===== config.mk =====
export PLATFORM = sky130hd
export DESIGN_NAME = flag_branch_unit
export DESIGN_NICKNAME = d
export VERILOG_FILES = /design/src/rtl/sb_pkg.sv /design/src/rtl/sb_cond_eval.sv /design/src/rtl/sb_target_calc.sv /design/src/rtl/sb_wr_gate.sv /design/src/rtl/sb_out_stage.sv /design/src/rtl/flag_branch_unit.sv
export SDC_FILE = /design/constraint.sdc
export NUM_CORES = 1
export LEC_CHECK = 0
export ABC_AREA = 1
export BUFFER_PORTS_ARGS = -buffer_cell sky130_fd_sc_hd__buf_2
export CAP_MARGIN = 5
export CORE_AREA = 2 2 169 130
export DETAILED_ROUTE_END_ITERATION = 10
export DIE_AREA = 0 0 171 132
export PLACE_DENSITY_LB_ADDON = 0.08
export SYNTH_ARGS = -nofsm -noshare
export SYNTH_HDL_FRONTEND = slang
export SYNTH_SLANG_ARGS = --single-unit

===== constraint.sdc =====
create_clock -name clk -period 1.2 [get_ports clk]
set_input_delay 0.24 -clock clk [delete_from_list [all_inputs] [get_ports clk]]
set_output_delay 0.24 -clock clk [all_outputs]
set_load 0.005 [all_outputs]

===== src/rtl/sb_pkg.sv =====
package sb_pkg;

   // Width of the condition code as carried in the instruction word
   localparam int COND_W = 4;
   // Number of flags that a condition can test
   localparam int NFLAGS = 3;

   typedef logic [COND_W-1:0] sb_cond_t;
   typedef logic [NFLAGS-1:0] sb_flags_t;

   // Polarity bit and mask bits of a condition code
   function automatic logic sb_polarity(input sb_cond_t c);
      return c[COND_W-1];
   endfunction

   function automatic sb_flags_t sb_mask(input sb_cond_t c);
      return c[NFLAGS-1:0];
   endfunction

endpackage


===== src/rtl/sb_cond_eval.sv =====
module sb_cond_eval
   import sb_pkg::*;
#(
   parameter int XLEN      = 32,
   parameter int FLAG_LSB  = 29,
   parameter bit FORCE_TOP = 1'b1
) (
   input  sb_cond_t          cond,
   input  logic [XLEN-1:0]   flags,
   output logic              hit
);
   localparam int FLAG_MSB = FLAG_LSB + NFLAGS - 1;

   if (FLAG_MSB >= XLEN) begin : g_bad_flag_pos
      $error("sb_cond_eval: flag field lies outside the flags word");
   end

   sb_flags_t fsel;

   if (FORCE_TOP) begin : g_force_top
      assign fsel = {1'b1, flags[FLAG_MSB-1:FLAG_LSB]};
   end else begin : g_pass_top
      assign fsel = flags[FLAG_MSB:FLAG_LSB];
   end

   wire unused_flags = ^flags;

   sb_flags_t mask;
   sb_flags_t want;

   always_comb begin
      mask = sb_mask(cond);
      want = {NFLAGS{sb_polarity(cond)}} & mask;
      hit  = ((fsel & mask) == want);
   end
endmodule


===== src/rtl/sb_target_calc.sv =====
module sb_target_calc #(
   parameter int XLEN        = 32,
   parameter int OFS_W       = 16,
   parameter int ILEN_BYTES  = 4,
   parameter bit SEXT_OFFSET = 1'b1,
   parameter bit REL_TO_NEXT = 1'b1
) (
   input  logic [XLEN-1:0]  pc,
   input  logic [OFS_W-1:0] offset,
   input  logic             taken,
   output logic [XLEN-1:0]  next_pc
);
   localparam int EXT_W = XLEN - OFS_W;

   if (OFS_W >= XLEN) begin : g_bad_ofs
      $error("sb_target_calc: displacement must be narrower than the datapath");
   end

   logic [XLEN-1:0] disp;
   logic [XLEN-1:0] seq_pc;
   logic [XLEN-1:0] base;

   if (SEXT_OFFSET) begin : g_sext
      assign disp = {{EXT_W{offset[OFS_W-1]}}, offset};
   end else begin : g_zext
      assign disp = {{EXT_W{1'b0}}, offset};
   end

   assign seq_pc = pc + XLEN'(ILEN_BYTES);

   if (REL_TO_NEXT) begin : g_rel_next
      assign base = seq_pc;
   end else begin : g_rel_self
      assign base = pc;
   end

   assign next_pc = taken ? (base + disp) : seq_pc;
endmodule


===== src/rtl/sb_wr_gate.sv =====
module sb_wr_gate #(
   parameter int IDX_W     = 4,
   parameter int NUM_FIXED = 2
) (
   input  logic [IDX_W-1:0] dst,
   output logic             wr_en
);
   if (NUM_FIXED < 0 || NUM_FIXED > (1 << IDX_W)) begin : g_bad_fixed
      $error("sb_wr_gate: hardwired register count out of range");
   end

   if (NUM_FIXED == 0) begin : g_no_fixed
      assign wr_en = 1'b1;
   end else begin : g_fixed
      assign wr_en = ({1'b0, dst} >= (IDX_W+1)'(NUM_FIXED));
   end
endmodule


===== src/rtl/sb_out_stage.sv =====
module sb_out_stage #(
   parameter int W = 8
) (
   input  logic         clk,
   input  logic         rst_n,
   input  logic         in_valid,
   output logic         in_ready,
   input  logic [W-1:0] in_data,
   output logic         out_valid,
   input  logic         out_ready,
   output logic [W-1:0] out_data
);
   if (W < 1) begin : g_bad_w
      $error("sb_out_stage: payload width must be positive");
   end

   assign in_ready = !out_valid || out_ready;

   always_ff @(posedge clk or negedge rst_n) begin
      if (!rst_n) begin
         out_valid <= 1'b0;
         out_data  <= '0;
      end else if (in_ready) begin
         out_valid <= in_valid;
         if (in_valid) out_data <= in_data;
      end
   end
endmodule


===== src/rtl/flag_branch_unit.sv =====
module flag_branch_unit
   import sb_pkg::*;
#(
   parameter int XLEN        = 32,
   parameter int OFS_W       = 16,
   parameter int IDX_W       = 4,
   parameter int ILEN_BYTES  = 4,
   parameter int FLAG_LSB    = 29,
   parameter int NUM_FIXED   = 2,
   parameter bit SEXT_OFFSET = 1'b1,
   parameter bit REL_TO_NEXT = 1'b1
) (
   input  logic             clk,
   input  logic             rst_n,
   input  logic             in_valid,
   output logic             in_ready,
   input  logic [3:0]       in_cond,
   input  logic [XLEN-1:0]  in_flags,
   input  logic [IDX_W-1:0] in_dst,
   input  logic [XLEN-1:0]  in_pc,
   input  logic [OFS_W-1:0] in_offset,
   output logic             out_valid,
   input  logic             out_ready,
   output logic             out_wr_en,
   output logic [IDX_W-1:0] out_wr_idx,
   output logic [XLEN-1:0]  out_wr_data,
   output logic [XLEN-1:0]  out_next_pc,
   output logic             out_taken
);
   localparam int PAY_W = 2 + IDX_W + XLEN;

   if (ILEN_BYTES < 1) begin : g_bad_ilen
      $error("flag_branch_unit: instruction length must be positive");
   end

   logic            hit;
   logic            wen;
   logic [XLEN-1:0] npc;
   logic [PAY_W-1:0] pay_in;
   logic [PAY_W-1:0] pay_out;

   sb_cond_eval #(
      .XLEN(XLEN), .FLAG_LSB(FLAG_LSB), .FORCE_TOP(1'b1)
   ) u_cond (
      .cond(in_cond), .flags(in_flags), .hit(hit)
   );

   sb_target_calc #(
      .XLEN(XLEN), .OFS_W(OFS_W), .ILEN_BYTES(ILEN_BYTES),
      .SEXT_OFFSET(SEXT_OFFSET), .REL_TO_NEXT(REL_TO_NEXT)
   ) u_target (
      .pc(in_pc), .offset(in_offset), .taken(hit), .next_pc(npc)
   );

   sb_wr_gate #(
      .IDX_W(IDX_W), .NUM_FIXED(NUM_FIXED)
   ) u_gate (
      .dst(in_dst), .wr_en(wen)
   );

   assign pay_in = {hit, wen, in_dst, npc};

   sb_out_stage #(.W(PAY_W)) u_stage (
      .clk(clk), .rst_n(rst_n),
      .in_valid(in_valid), .in_ready(in_ready), .in_data(pay_in),
      .out_valid(out_valid), .out_ready(out_ready), .out_data(pay_out)
   );

   assign out_taken   = pay_out[PAY_W-1];
   assign out_wr_en   = pay_out[PAY_W-2];
   assign out_wr_idx  = pay_out[XLEN +: IDX_W];
   assign out_next_pc = pay_out[XLEN-1:0];
   assign out_wr_data = {{(XLEN-1){1'b0}}, out_taken};
endmodule


==> impl_results.md <==
* Result of the run: finished with violations
* Violations in the final reports: negative setup slack
* Number of register bits inferred by synthesis at 39
* Highest achievable clock rate at 0.412 GHz
* Layout overhead on the synthesized area at 93.1%
* Maximum ir drop on the vdd rail at 450 uV
* Global-route wire length before repair at 33,300 um
* H-tree level count at 2
* Die H at 132 um
* Number of global-route vias before repair at 6,060
* Average detailed-routed wire length per instance at 14.7 um
* Pin count of the biggest net entering global routing at 30
* Pins Over Slew Limit at 0
* Maximum Capacitance Violations at 0
* Placed Cells incl. Taps at 1,431
* Post-synth cell types at 39
* First-pass DRT Iterations at 5
* Seq/Total Area, Yosys at 19.0%
* Average cell area after synthesis at 5.95 um^2
* Residual overflow from global routing at 0
* Switching share of power at 39.6%
* Required time of the critical path at 1.41 ns
* Tightest Hold Check Type: input pin to register
* Startpoint-to-endpoint class of the critical path: input pin to register
* Number of nets in the finished design at 1,321
* Launch point of the worst path: in_pc[2]
* Detailed placement HPWL at 18,000 um
* Clock Sink Count at 39
* Area share of the leading cell type in the synthesized netlist at 21.5%
* Average via count per standard cell at 4.25
* P_sw at 3.07 mW
* Maximum clock path buffer count at 2
* Final period utilization at 202%
* Weighted congestion reported at the end of routability-driven placement at 0.889
* Number of I/O port buffers at 102
* Cell accounting for the most synthesized area: sky130_fd_sc_hd__nand2_1
* Final Routed Wirelength at 21,700 um
* Final design instance area without fill at 9900 um^2
* Number of nets with antenna violations after detailed routing at 0
* Leading post-synthesis cells by cell area: sky130_fd_sc_hd__nand2_1 (22%), sky130_fd_sc_hd__dfrtp_1 (19%), sky130_fd_sc_hd__ha_1 (9.8%)
* Number of top-level design ports at 164
* Number of endpoints failing setup at the final stage at 29
* Filler cells at 2,149
* Worst Setup End Kind: register
* CP startpoint kind: input pin
* Number of antenna violations at the first check in global routing at 0
* Reg clk slew, reported paths at 0.06 ns
* Area after DPL at 7870 um^2
* # diodes at 0
* First-iteration detailed-routing DRC count at 315
* Post-place setup slack at -1.77 ns
* Netlist area before placement at 5130 um^2
* Unrepaired setup endpoints after global routing: true
* Power per cell area at 785 nW/um^2
* Final hold slack at 0.158 ns
* Seq pwr share at 21.8%
* Fraction of power consumed by combinational cells at 58.4%
* Final hold violations at 0
* Layout cells sized above 1 at 55.6%
* Cell leakage power at 4.95 nW
* Clock buffer count from CTS at 5
* Core footprint at 20,800 um^2
* Overall track demand over capacity in global routing at 18.9%
* Vias after detailed routing at 6,284
* Clock latency at the later pin of the worst-skew pair at 0.28 ns
* Gate count of the mapped netlist at 862
* Non-filler instance count after layout at 1,477
* Die area at 22,600 um^2
* Start of the worst register-to-register path: u_stage.out_valid
* Number of warning messages in the yosys log at 0
* Initial cell density of the core at 24.6%
* Total Power Consumption at 7.77 mW
* Min-delay src: in_dst[0]
* Worst clock skew at 0.00442 ns
* DRC errors left at 0
* Worst EP arrival at 2.63 ns
* Clk network pwr share at 19.8%
* Chip width at 171 um
* Period minus WS final at 2.42 ns
* Minimum setup slack in the final design at -1.22 ns
* Clk Tree Root Cell: sky130_fd_sc_hd__clkbuf_16
* Cell-internal power at 4.70 mW
* Clock tree from TritonCTS: built
* Floorplan row count at 46
* Highest fanout seen on the critical path at 4
final cells by class:
cell class	instances	area, um^2	area share [%]
well taps	288	360	3.64
flip-flops and latches	39	976	9.86
clock buffers	5	125	1.26
clock inverters	3	43.8	0.442
inverters	121	469	4.74
multi-input cells	686	5410	54.6
repair buffers	335	2520	25.4
cells in the mapped netlist (all sizes together):
library cell  number
o221ai             1
nand3b             3
buf               37
xnor2              9
nor3              14
dfrtp             39
o311ai             1
ha                40
conb               1
a21oi             56
o31ai              1
nand4              9
nor2              86
a31oi              2
o21ai             30
xor2              26
o21bai             6
o211ai             5
and2               3
nand3             54
nand2            297
or2                4
o21a               1
a21o               5
clkbuf             9
nor3b              1
inv              121
fa                 1
cell families (layout without fill, tap and decap cells):
logic type	after synthesis	in the layout	share of synthesized area, %
xor gates and xnor gates	35	35	5.98
AOI/OAI and AO/OA	108	108	11.8
adders and majority gates	41	41	10.2
buffers and inverters	167	464	14.9
DFF	39	39	19.0
and+or+nand+nor	471	471	38.1
other	1	31	0.0732
power by group through the flow:
stage / Sequential, mW / Clock [mW] / Combinational [mW]
floorplan: 1.72 / 0 / 1.80
global placement: 1.71 / 0 / 3.47
detailed placement: 1.72 / 0 / 3.46
CTS: 1.69 / 1.59 / 3.96
global route: 1.72 / 1.64 / 4.94
finish: 1.69 / 1.54 / 4.54
flip-flops by register name (all words and copies together) (netlist names):
| name | cells |
|---|---|
| u_stage.out_data | 38 |
| u_stage.out_valid | 1 |
what timing repair did:
action / CTS / global route
endpoints found under the hold margin: 10 / 0
setup buffers: 21 / 15
pin swaps: 75 / 106
cloned: 1 / 0
setup endpoints to repair: 35 / 35
resized for setup: 177 / 174
hold buffers: 1 / 0
critical path, stage by stage:
cell,delay [ns]
sky130_fd_sc_hd__buf_12,0.10
sky130_fd_sc_hd__ha_4,0.13
sky130_fd_sc_hd__nand4_1,0.18
sky130_fd_sc_hd__buf_4,0.20
sky130_fd_sc_hd__nand3b_1,0.18
sky130_fd_sc_hd__or2_4,0.25
sky130_fd_sc_hd__nand2_4,0.06
sky130_fd_sc_hd__inv_2,0.04
sky130_fd_sc_hd__ha_4,0.31
sky130_fd_sc_hd__nand2_2,0.06
sky130_fd_sc_hd__nand2_2,0.10
sky130_fd_sc_hd__nand2_1,0.06
sky130_fd_sc_hd__nand2_1,0.08
sky130_fd_sc_hd__nand2_1,0.05
sky130_fd_sc_hd__nand2_1,0.06
sky130_fd_sc_hd__inv_1,0.04
sky130_fd_sc_hd__nand2_1,0.07
sky130_fd_sc_hd__inv_1,0.04
sky130_fd_sc_hd__nand2_1,0.05
sky130_fd_sc_hd__nand2_1,0.05
sky130_fd_sc_hd__nand2_1,0.07
sky130_fd_sc_hd__nand2_1,0.05
sky130_fd_sc_hd__a21oi_1,0.15
metrics by stage:
| step | util [%] | TNS, ns |
|---|---|---|
| final | 47.5 | -29.00 |
| after global routing | 47.5 | -32.86 |
| after CTS | 43.2 | -29.17 |
| after detailed placement | 37.8 | -44.23 |
| after global placement | 37.8 | -43.59 |
| after floorplan | - | -22.86 |
layer usage:
layer / up-vias / part of all wire (%) / wire, um / track usage, %
li1: 3309 / - / - / -
met1: 2818 / 54 / 11700 / 30.8
met2: 145 / 40 / 8740 / 26.9
met3: 12 / 5.0 / 1080 / 1.95
met4: 0 / 0.81 / 176 / 2.45
met5: - / 0 / 0 / 0
path summary, 6_finish.rpt:
check	slack, ns	depth (start not counted)	end
worst max-delay path	-1.22	23	u_stage.out_data[31]
worst min-delay path	0.16	3	u_stage.out_data[32]
worst max register to register	-0.17	8	u_stage.out_data[20]
worst min register to register	0.47	2	u_stage.out_data[18]
max in group asynchronous	0.38	3	u_stage.out_data[31]
min in group asynchronous	0.37	2	u_stage.out_data[1]
cells in the final DEF, fill, tap and decap left out, types with 9 or more instances in the layout:
cell type	Yosys	routed
sky130_fd_sc_hd__a21oi_1	55	24
sky130_fd_sc_hd__a21oi_2	1	20
sky130_fd_sc_hd__a21oi_4	0	12
sky130_fd_sc_hd__buf_2	1	94
sky130_fd_sc_hd__buf_4	32	202
sky130_fd_sc_hd__buf_6	2	27
sky130_fd_sc_hd__conb_1	1	31
sky130_fd_sc_hd__dfrtp_1	39	39
sky130_fd_sc_hd__ha_4	0	34
sky130_fd_sc_hd__inv_1	120	87
sky130_fd_sc_hd__inv_2	1	30
sky130_fd_sc_hd__nand2_1	294	203
sky130_fd_sc_hd__nand2_2	3	57
sky130_fd_sc_hd__nand2_4	0	34
sky130_fd_sc_hd__nand3_1	53	37
sky130_fd_sc_hd__nand3_2	1	11
sky130_fd_sc_hd__nand4_1	9	9
sky130_fd_sc_hd__nor2_1	81	41
sky130_fd_sc_hd__nor2_2	4	21
sky130_fd_sc_hd__nor2_4	1	24
sky130_fd_sc_hd__o21ai_2	1	10
sky130_fd_sc_hd__xor2_1	26	12
Power figures use the tool's default switching activity.
